[src/rtl/ssi_irq_pkg.sv]
package ssi_irq_pkg;
  localparam int DataW = 8;
  localparam int AddrW = 3;

  localparam logic [AddrW-1:0] ADDR_STAT  = 3'd0;
  localparam logic [AddrW-1:0] ADDR_CTRL  = 3'd1;
  localparam logic [AddrW-1:0] ADDR_TSLOT = 3'd2;
  localparam logic [AddrW-1:0] ADDR_CFG   = 3'd3;
  localparam logic [AddrW-1:0] ADDR_TXD0  = 3'd4;

  localparam int CTRL_RXEN  = 3;
  localparam int CTRL_TIE   = 4;
  localparam int CTRL_TLIE  = 5;
  localparam int CTRL_RLIE  = 6;
  localparam int CTRL_FIFO  = 7;
  localparam int CFG_NET    = 7;

  localparam int STAT_TLS = 2;
  localparam int STAT_RLS = 3;
endpackage

[src/rtl/ssi_seq_clear.sv]
module ssi_seq_clear #(
  parameter int NumTx = 3
) (
  input  logic             clk_i,
  input  logic             rst_ni,
  input  logic             set_i,
  input  logic             rd_i,
  input  logic [NumTx-1:0] wr_i,
  input  logic [NumTx-1:0] en_i,
  input  logic             force_clr_i,
  output logic             flag_o
);
  logic             flag_q, armed_q;
  logic [NumTx-1:0] done_q;
  logic             seq_clr;

  // every enabled transmitter written since arming (the write in this cycle counts)
  assign seq_clr = armed_q & (&(done_q | wr_i | ~en_i));

  always_ff @(posedge clk_i or negedge rst_ni) begin
    if (!rst_ni) begin
      flag_q  <= 1'b0;
      armed_q <= 1'b0;
      done_q  <= '0;
    end else if (set_i) begin
      flag_q  <= 1'b1;
      armed_q <= 1'b0;
      done_q  <= '0;
    end else if (seq_clr || force_clr_i) begin
      flag_q  <= 1'b0;
      armed_q <= 1'b0;
      done_q  <= '0;
    end else begin
      if (rd_i && flag_q) armed_q <= 1'b1;
      if (armed_q) done_q <= done_q | (wr_i & en_i);
    end
  end

  assign flag_o = flag_q;

  p_set_wins_r10: assert property (@(posedge clk_i) disable iff (!rst_ni)
    set_i |=> flag_q);
  p_cancel_arm_r12: assert property (@(posedge clk_i) disable iff (!rst_ni)
    set_i |=> !armed_q);
  p_clear_needs_arm_r3: assert property (@(posedge clk_i) disable iff (!rst_ni)
    (flag_q && !armed_q && !force_clr_i) |=> flag_q);
endmodule

[src/rtl/ssi_fs_gate.sv]
module ssi_fs_gate #(
  parameter int Setup = 4
) (
  input  logic clk_i,
  input  logic rst_ni,
  input  logic any_en_i,
  input  logic tick_i,
  input  logic fs_i,
  output logic fs_o
);
  localparam int CntW = $clog2(Setup + 1);
  localparam logic [CntW-1:0] CntMax = CntW'(Setup);

  logic [CntW-1:0] cnt_q;

  always_ff @(posedge clk_i or negedge rst_ni) begin
    if (!rst_ni)                         cnt_q <= '0;
    else if (!any_en_i)                  cnt_q <= '0;
    else if (tick_i && cnt_q != CntMax)  cnt_q <= cnt_q + 1'b1;
  end

  assign fs_o = fs_i & any_en_i & (cnt_q == CntMax);

  p_fs_off_r11: assert property (@(posedge clk_i) disable iff (!rst_ni)
    !any_en_i |=> !fs_o);
  p_fs_wait_r11: assert property (@(posedge clk_i) disable iff (!rst_ni)
    $rose(any_en_i) |-> !fs_o);
endmodule

[src/rtl/ssi_irq_ctrl.sv]
module ssi_irq_ctrl
  import ssi_irq_pkg::*;
#(
  parameter int NumTx   = 3,
  parameter int LvlW    = 4,
  parameter int FsSetup = 4
) (
  input  logic             clk_i,
  input  logic             rst_ni,
  input  logic             tx_load_i,
  input  logic             tx_avail_i,
  input  logic [LvlW-1:0]  fifo_lvl_i,
  input  logic             tx_last_slot_i,
  input  logic             rx_last_slot_i,
  input  logic             bit_tick_i,
  input  logic             ext_fs_i,
  input  logic             bus_we_i,
  input  logic             bus_re_i,
  input  logic [2:0]       bus_addr_i,
  input  logic [7:0]       bus_wdata_i,
  output logic [7:0]       bus_rdata_o,
  output logic             fs_acc_o,
  output logic             irq_tx_err_o,
  output logic             irq_tx_o,
  output logic             irq_tls_o,
  output logic             irq_rls_o
);
  logic [DataW-1:0] ctrl_q, cfg_q;
  logic             tls_q, rls_q, tue, tdr;
  logic [NumTx-1:0] tx_en, txd_wr;
  logic             stat_rd, stat_wr, tslot_wr, net_mode;
  logic             ue_set, dr_set, tls_set, rls_set, wm_hit;
  logic             irq_ue_q, irq_dr_q, irq_tls_q, irq_rls_q;

  assign tx_en    = ctrl_q[NumTx-1:0];
  assign net_mode = cfg_q[CFG_NET];
  assign stat_rd  = bus_re_i & (bus_addr_i == ADDR_STAT);
  assign stat_wr  = bus_we_i & (bus_addr_i == ADDR_STAT);
  assign tslot_wr = bus_we_i & (bus_addr_i == ADDR_TSLOT);

  for (genvar i = 0; i < NumTx; i++) begin : g_txd
    assign txd_wr[i] = bus_we_i & (bus_addr_i == ADDR_TXD0 + 3'(i));
  end

  assign wm_hit  = fifo_lvl_i <= cfg_q[LvlW-1:0];
  assign ue_set  = tx_load_i & ~tx_avail_i;
  assign dr_set  = tx_load_i & (~ctrl_q[CTRL_FIFO] | wm_hit);
  assign tls_set = tx_last_slot_i & net_mode;
  assign rls_set = rx_last_slot_i & net_mode;

  always_ff @(posedge clk_i or negedge rst_ni) begin
    if (!rst_ni) begin
      ctrl_q <= '0;
      cfg_q  <= '0;
    end else if (bus_we_i) begin
      if (bus_addr_i == ADDR_CTRL) ctrl_q <= bus_wdata_i;
      if (bus_addr_i == ADDR_CFG)  cfg_q  <= bus_wdata_i;
    end
  end

  ssi_seq_clear #(.NumTx(NumTx)) u_ue (
    .clk_i, .rst_ni, .set_i(ue_set), .rd_i(stat_rd), .wr_i(txd_wr),
    .en_i(tx_en), .force_clr_i(tslot_wr), .flag_o(tue)
  );

  ssi_seq_clear #(.NumTx(NumTx)) u_dr (
    .clk_i, .rst_ni, .set_i(dr_set), .rd_i(stat_rd), .wr_i(txd_wr),
    .en_i(tx_en), .force_clr_i(tslot_wr), .flag_o(tdr)
  );

  // last-slot flags: write-1-to-clear, set wins
  always_ff @(posedge clk_i or negedge rst_ni) begin
    if (!rst_ni) begin
      tls_q <= 1'b0;
      rls_q <= 1'b0;
    end else begin
      if (tls_set)                              tls_q <= 1'b1;
      else if (stat_wr && bus_wdata_i[STAT_TLS]) tls_q <= 1'b0;
      if (rls_set)                              rls_q <= 1'b1;
      else if (stat_wr && bus_wdata_i[STAT_RLS]) rls_q <= 1'b0;
    end
  end

  always_ff @(posedge clk_i or negedge rst_ni) begin
    if (!rst_ni) begin
      irq_ue_q  <= 1'b0;
      irq_dr_q  <= 1'b0;
      irq_tls_q <= 1'b0;
      irq_rls_q <= 1'b0;
    end else begin
      irq_ue_q  <= tue   & ctrl_q[CTRL_TIE];
      irq_dr_q  <= tdr   & ctrl_q[CTRL_TIE];
      irq_tls_q <= tls_q & ctrl_q[CTRL_TLIE];
      irq_rls_q <= rls_q & ctrl_q[CTRL_RLIE];
    end
  end

  assign irq_tx_err_o = irq_ue_q;
  assign irq_tx_o     = irq_dr_q;
  assign irq_tls_o    = irq_tls_q;
  assign irq_rls_o    = irq_rls_q;

  ssi_fs_gate #(.Setup(FsSetup)) u_fs (
    .clk_i, .rst_ni,
    .any_en_i(|tx_en | ctrl_q[CTRL_RXEN]),
    .tick_i(bit_tick_i), .fs_i(ext_fs_i), .fs_o(fs_acc_o)
  );

  always_comb begin
    case (bus_addr_i)
      ADDR_STAT: bus_rdata_o = {4'b0, rls_q, tls_q, tdr, tue};
      ADDR_CTRL: bus_rdata_o = ctrl_q;
      ADDR_CFG:  bus_rdata_o = cfg_q;
      default:   bus_rdata_o = '0;
    endcase
  end

  p_tls_sticky_r7: assert property (@(posedge clk_i) disable iff (!rst_ni)
    (tls_q && !(stat_wr && bus_wdata_i[STAT_TLS])) |=> tls_q);
  p_rls_sticky_r8: assert property (@(posedge clk_i) disable iff (!rst_ni)
    (rls_q && !(stat_wr && bus_wdata_i[STAT_RLS])) |=> rls_q);
  p_irq_gate_r9: assert property (@(posedge clk_i) disable iff (!rst_ni)
    irq_tx_err_o |-> $past(tue && ctrl_q[CTRL_TIE]));
  p_tls_net_r7: assert property (@(posedge clk_i) disable iff (!rst_ni)
    (!tls_q && !net_mode) |=> !tls_q);
endmodule

[config.mk]
export PLATFORM = sky130hd
export DESIGN_NAME = ssi_irq_ctrl
export DESIGN_NICKNAME = d
export VERILOG_FILES = /design/src/rtl/ssi_irq_pkg.sv /design/src/rtl/ssi_seq_clear.sv /design/src/rtl/ssi_fs_gate.sv /design/src/rtl/ssi_irq_ctrl.sv
export SDC_FILE = /design/constraint.sdc
export NUM_CORES = 1
export LEC_CHECK = 0
export BUFFER_PORTS_ARGS = -buffer_cell sky130_fd_sc_hd__buf_2
export CORE_ASPECT_RATIO = 1.75
export CORE_MARGIN = 2
export CORE_UTILIZATION = 54
export CTS_CLUSTER_DIAMETER = 100
export DETAILED_ROUTE_END_ITERATION = 7
export PLACE_DENSITY = 0.79
export SETUP_SLACK_MARGIN = 0.3
export SLEW_MARGIN = 30
export SYNTH_ARGS = -nofsm -noshare
export SYNTH_HDL_FRONTEND = slang
export SYNTH_SLANG_ARGS = --single-unit
[constraint.sdc]
create_clock -name clk_i -period 1.7 [get_ports clk_i]
set_input_delay 0.34 -clock clk_i [delete_from_list [all_inputs] [get_ports clk_i]]
set_output_delay 0.34 -clock clk_i [all_outputs]
set_load 0.02 [all_outputs]
==> results.json, run 1 <==
{
  "status": "completed",
  "overflow": 0,
  "maxSlewViolCount": 0,
  "dr.pass1.iters": 4,
  "die_x_um": 47.7,
  "die_h_um": 80.5,
  "route.antenna.remaining_nets": 0,
  "grt_pass1_vias": 1642,
  "final_common_cell": "dfrtp_1",
  "initial_core_util_pct": 56.9,
  "irDropWorstVdd_mv": 0.911,
  "clock_skew_ns": 0.00670,
  "insertion_delay_ns": 0.29,
  "yosysTopAreaCellShare_pct": 48.4,
  "hold_buffers": 0,
  "place.gp.congestion": 0.816,
  "synth_fp_nets": 195,
  "synth_area_sq_um": 1810,
  "cts_tree": "built",
  "crit_buf_inv": 1,
  "cp-end-kind": "output port",
  "crit_type": "reg -> out",
  "ys_ff_latch": 35,
  "setup_violations": 0,
  "avgSynthCellArea_sq_um": 11.0,
  "rsz0062_at_grt": "true",
  "maxCapViolations": 0,
  "crit_path_cell_trace": "mux2_4, a22oi_2, nor2_2, buf_6",
  "cts.clk_slew.worst_paths_ns": 0.07,
  "p_total_w": 0.00264,
  "root_buffer": "clkbuf_8",
  "die_area_sq_um": 3850,
  "cp-start-kind": "flop",
  "relSlewSlack_pct": 67.8,
  "dpl.hpwl_mm": 3.29,
  "synth_top_area_cell": "dfrtp_1",
  "fin_crit_sh_pct": 98.2,
  "p_per_area_nw_per_um2": 1060,
  "tightestPinTransition_ns": 0.480,
  "synth_warnings": 0,
  "drive_above_1_share_pct": 50.4,
  "numClockSinks": 35,
  "ios": 38,
  "worstPathArrival_ns": 1.33,
  "hold_ws_ns": 0.0899,
  "core_area_sq_um": 3180,
  "antenna_found_initial": 0,
  "critPathRequiredTime_ns": 1.36,
  "nFillCells": 226,
  "multi_input_area_sq_um": 1020,
  "drt_iter0_drc": 48,
  "rows": 27,
  "io_buffers": 37,
  "grt_max_degree": 36,
  "layout_min_cycle_time_ns": 1.67,
  "area_growth_pct": 37.9,
  "max_stage_delay_ns": 0.41,
  "worstPathMaxFanout": 3,
  "n_antenna_cell": 0,
  "finalHoldViolations": 0,
  "hold_class": "in -> async",
  "grt_pass1_wl_mm": 7.54,
  "worst_path_max_delay_cell": "dfrtp_1",
  "drt_wl_total_mm": 4.76,
  "clock_path_buffers": 2,
  "cts_max_level": 2,
  "yosysSeqAreaShare_pct": 48.4,
  "numCtsBuffers": 5,
  "route.detailed.drc": 0,
  "via_count": 1551,
  "final_cell_mix": "dfrtp_1 (33), buf_2 (31), buf_4 (21)",
  "register_area_sq_um": 878,
  "critical_path.top_delay_family": "flip-flops",
  "yosysUniqueCellTypes": 41,
  "wire_per_inst_um": 17.7,
  "synthTopCellsByArea": "dfrtp_1 (48%), mux2_2 (11%), ha_1 (4.2%)",
  "nNetsFinal": 256,
  "tns_ns": 0,
  "synthCells": 164,
  "via_per_inst": 5.77,
  "total_leakage_power_nw": 1.20,
  "max_freq_mhz": 599,
  "track_usage_pct": 27.4
}
==> synth_stat cells <==
cell	count
a22o_1	2
a22oi_1	4
nor4_1	1
a21boi_0	2
nand3_1	3
nor3b_4	1
ha_1	6
a21o_1	1
a31oi_1	7
a31o_2	1
a311o_1	1
nand2b_2	1
inv_1	10
or2_2	1
nand2_1	3
nor3_1	7
nor2_1	18
dfrtp_1	35
nand3b_1	4
o21bai_1	1
and4b_1	2
nand4bb_1	1
mux2i_1	4
nand4b_1	2
o211ai_1	1
or2_1	1
a41o_1	1
o21ai_0	1
a32oi_1	1
buf_6	2
clkbuf_1	1
nor2b_1	4
and3_1	1
a21oi_1	4
and2_1	4
buf_2	3
mux2_2	18
o211a_1	1
a311oi_1	1
xnor2_1	1
nand4_1	1
==> worst register-to-register path: cells and delay by family, from the launching register on <==
kind | cells | cell delay, ns
and+or+nand+nor | 1 | 0.13
AOI/OAI and AO/OA | 3 | 0.56
DFF | 1 | 0.40
adders and majority gates | 1 | 0.27
buffers and inverters | 1 | 0.06
==> worst paths after layout <==
kind	startpoint	end	slack (ns)	depth (start not counted)
min reg2reg	cfg_q[4]	cfg_q[4]	0.52	1
max in group asynchronous	rst_ni	ctrl_q[0]	1.27	2
min	rst_ni	u_fs.cnt_q[1]	0.09	2
max	ctrl_q[2]	bus_rdata_o[2]	0.03	4
min in group clk_i	bus_wdata_i[7]	ctrl_q[7]	0.27	3
max reg2reg	cfg_q[1]	u_dr.flag_o	0.18	6
==> where the power goes <==
part / total (W) / switching, W / internal (W) / leakage [nW]
sequential: 0.00112 / 0.000128 / 0.000996 / 0.426
combinational: 0.000938 / 0.000442 / 0.000496 / 0.727
clock: 0.000578 / 0.000291 / 0.000287 / 0.0422
total: 0.00264 / 0.000861 / 0.00178 / 1.20
==> state kept, by name, indices dropped and copies added, names as in the netlist <==
signal / cells
irq_tls_o: 1
rls_q: 1
irq_tx_err_o: 1
u_ue.armed_q: 1
cfg_q: 8
u_fs.cnt_q: 3
u_dr.flag_o: 1
u_dr.done_q: 3
u_ue.done_q: 3
ctrl_q: 8
irq_tx_o: 1
irq_rls_o: 1
tls_q: 1
u_ue.flag_o: 1
u_dr.armed_q: 1
==> area by class of cell <==
cell class | instances | area share [%]
Clock buffer | 7 | 3.06
Clock inverter | 1 | 0.201
Inverter | 10 | 1.61
Multi-Input combinational cell | 113 | 41.1
Sequential cell | 35 | 35.2
Tap cell | 43 | 2.16
Timing Repair Buffer | 60 | 16.7
==> per-layer routing <==
layer,vias to the layer above,wire length (um),track usage (%)
met5,-,0,0
met3,14,169,5.39
met4,0,108,10.5
met1,768,1810,32.9
met2,56,2670,45.9
li1,713,-,-
==> logic make-up (layout without fill, tap and decap cells) <==
logic type               Yosys count  count (layout)  synth area share, %
buffers and inverters             16              78                 4.36
XOR/XNOR                           1               1                0.485
flip-flops                        35              35                 48.4
adder cells (fa/ha/maj)            6               6                 4.15
AND/OR/NAND/NOR                   55              55                 17.5
AO/OA/AOI/OAI                     29              29                 11.6
multiplexers                      22              22                 13.4
==> per-stage QoR <==
step	instances	cell area, sq um	utilization (%)	worst slack [ns]
final	269	2490	78.5	0.0302
after detailed placement	250	2160	67.9	0.0633
after CTS	264	2370	74.6	0.0162
after global placement	250	2160	67.9	0.0993
after floorplan	164	1880	-	0.241
after global routing	269	2490	78.5	-0.00641
==> timing repair <==
| action | in CTS | in global routing |
|---|---|---|
| pin swaps | 9 | 14 |
| endpoints found under the hold margin | 0 | 0 |
| gates resized for setup | 22 | 21 |
| buffers inserted | 6 | 5 |
| endpoints found under the setup margin | 14 | 21 |
Power figures use the tool's default switching activity.
==> inputs of run 2 (changes only) <==
--- a/config.mk
+++ b/config.mk
@@ -11,7 +11,7 @@
 export CORE_UTILIZATION = 54
 export CTS_CLUSTER_DIAMETER = 100
 export DETAILED_ROUTE_END_ITERATION = 7
-export PLACE_DENSITY = 0.79
+export PLACE_DENSITY = 0.8
 export SETUP_SLACK_MARGIN = 0.3
 export SLEW_MARGIN = 30
 export SYNTH_ARGS = -nofsm -noshare
==> constraint.sdc (replaced) <==
create_clock -name clk_i -period 1.7 [get_ports clk_i]
set_input_delay 0.17 -clock clk_i [delete_from_list [all_inputs] [get_ports clk_i]]
set_output_delay 0.17 -clock clk_i [all_outputs]
set_load 0.02 [all_outputs]
==> results.json, run 2 (synthesis results as in run 1) <==
{
  "holdPathEnd": "tls_q",
  "drt_wl_total_mm": 4.75,
  "maxCapViolations": 0,
  "route.detailed.drc": 0,
  "die_x_um": 47.7,
  "cts.clk_slew.worst_paths_ns": 0.06,
  "dr.pass1.iters": 6,
  "reg2reg_from": "cfg_q[3]",
  "clock_skew_ns": 0.00683,
  "worstHoldStart": "tx_last_slot_i",
  "final_common_cell": "dfrtp_1",
  "track_usage_pct": 26.5,
  "cp-end-kind": "output port",
  "layout_min_cycle_time_ns": 1.55,
  "place.gp.congestion": 0.872,
  "r2r-end": "u_dr.flag_o",
  "cts_tree": "built",
  "critPathRequiredTime_ns": 1.53,
  "insertion_delay_ns": 0.29,
  "p_per_area_nw_per_um2": 1120,
  "worstPathMaxFanout": 4,
  "r2r_setup_slack_ns": 0.20,
  "nFillCells": 234,
  "tightestPinTransition_ns": 0.765,
  "tns_ns": 0,
  "initial_core_util_pct": 56.9,
  "rsz0062_at_grt": "true",
  "grt_pass1_wl_mm": 7.23,
  "pre_cts_ws_ns": 0.132,
  "relSlewSlack_pct": 49.0,
  "nNetsFinal": 245,
  "drt_iter0_drc": 128,
  "clock_path_buffers": 2,
  "crit_type": "reg -> out",
  "numClockSinks": 35,
  "hold_depth": 2,
  "n_antenna_cell": 0,
  "area_growth_pct": 28.7,
  "die_h_um": 80.5,
  "route.antenna.remaining_nets": 0,
  "status": "completed",
  "core_area_sq_um": 3180,
  "drive_above_1_share_pct": 43.7,
  "via_count": 1595,
  "root_buffer": "clkbuf_8",
  "dpl.hpwl_mm": 3.18,
  "hold_class": "in -> reg",
  "cts_max_level": 2,
  "rr_worst_depth": 6,
  "fin_crit_sh_pct": 91.4,
  "rows": 27,
  "total_leakage_power_nw": 1.13,
  "via_per_inst": 6.18,
  "die_area_sq_um": 3850,
  "antenna_found_initial": 0,
  "reg_top3": "cfg_q (8), ctrl_q (8)",
  "cp-start-kind": "flop",
  "setup_violations": 0,
  "wire_per_inst_um": 18.4,
  "grt_pass1_vias": 1642,
  "final_cell_mix": "dfrtp_1 (33), buf_2 (32), nor2_1 (16), mux2_2 (16), buf_4 (12)",
  "irDropWorstVdd_mv": 0.755,
  "finalHoldViolations": 0,
  "ios": 38,
  "numCtsBuffers": 5,
  "max_freq_mhz": 644,
  "maxSlewViolCount": 0,
  "io_buffers": 37,
  "worstPathArrival_ns": 1.38,
  "grt_max_degree": 36,
  "overflow": 0,
  "fin_ws_ns": 0.146
}
==> run 2: changes by cell type in the layout (fill, tap and decap cells not counted), sizes merged <==
cell	previous run	this run
clkinv	1	0
buf	60	48
dlygate4sd3	0	1
clkbuf	7	8
==> run 2: report_power, final <==
group | switching [W] | internal [W] | leakage [nW] | total (W)
clock network | 0.000277 | 0.000369 | 0.0515 | 0.000646
registers | 0.000139 | 0.000996 | 0.426 | 0.00114
logic | 0.000405 | 0.000414 | 0.648 | 0.000819
total | 0.000822 | 0.00178 | 1.13 | 0.00260
==> run 2: how the worst max path moves through the flow <==
| stage | start | endpoint | slack [ns] |
|---|---|---|---|
| after global placement | bus_addr_i[0] | ctrl_q[4] | 0.22 |
| after global routing | ctrl_q[1] | bus_rdata_o[1] | 0.11 |
| after CTS | ctrl_q[1] | fs_acc_o | 0.15 |
| after floorplan | cfg_q[1] | u_dr.flag_o | 0.34 |
| final | ctrl_q[0] | bus_rdata_o[0] | 0.15 |
| after detailed placement | cfg_q[1] | u_dr.armed_q | 0.13 |
==> run 2: through the flow <==
step / cells / utilization [%] / hold WS [ns] / total power [W] / area [sq um]
2_1_floorplan: 164 / - / -0.126 / 0.00155 / 1810
3_3_place_gp: 240 / 63.6 / 0.271 / 0.00173 / 2020
3_5_place_dp: 240 / 63.6 / 0.290 / 0.00177 / 2020
4_1_cts: 256 / 71.0 / 0.113 / 0.00253 / 2260
5_1_grt: 258 / 73.2 / 0.116 / 0.00274 / 2330
6_report: 258 / 73.2 / 0.121 / 0.00260 / 2330
==> run 2: final cells by class <==
| class | count | area (sq um) | share of cell area, % |
|---|---|---|---|
| Sequential cell | 35 | 878 | 37.8 |
| Inverter | 10 | 37.5 | 1.61 |
| Timing Repair Buffer | 49 | 305 | 13.1 |
| Clock buffer | 8 | 100 | 4.30 |
| Tap cell | 43 | 53.8 | 2.31 |
| Multi-Input combinational cell | 113 | 951 | 40.9 |
==> run 2: critical path: stages, from the launching register on <==
cell and delay [ns]:
dfrtp_2 0.45, mux2_4 0.28, a22oi_2 0.14, nor2_1 0.08, buf_4 0.16
==> run 2: repair_timing <==
item                                   in CTS  in global routing
endpoints found under the hold margin      35                  0
gates cloned                                0                  0
gates resized for setup                    19                 15
setup endpoints to repair                  11                 17
hold buffers                                1                  0
pin swaps                                   8                  6
buffers inserted                            7                  2
==> run 2: routing by layer <==
layer,GRT usage [%],vias to the layer above,routed length (um)
met5,0,-,0
li1,-,691,-
met1,28.5,758,1550
met4,12.4,0,285
met2,46.0,109,2570
met3,5.39,37,346
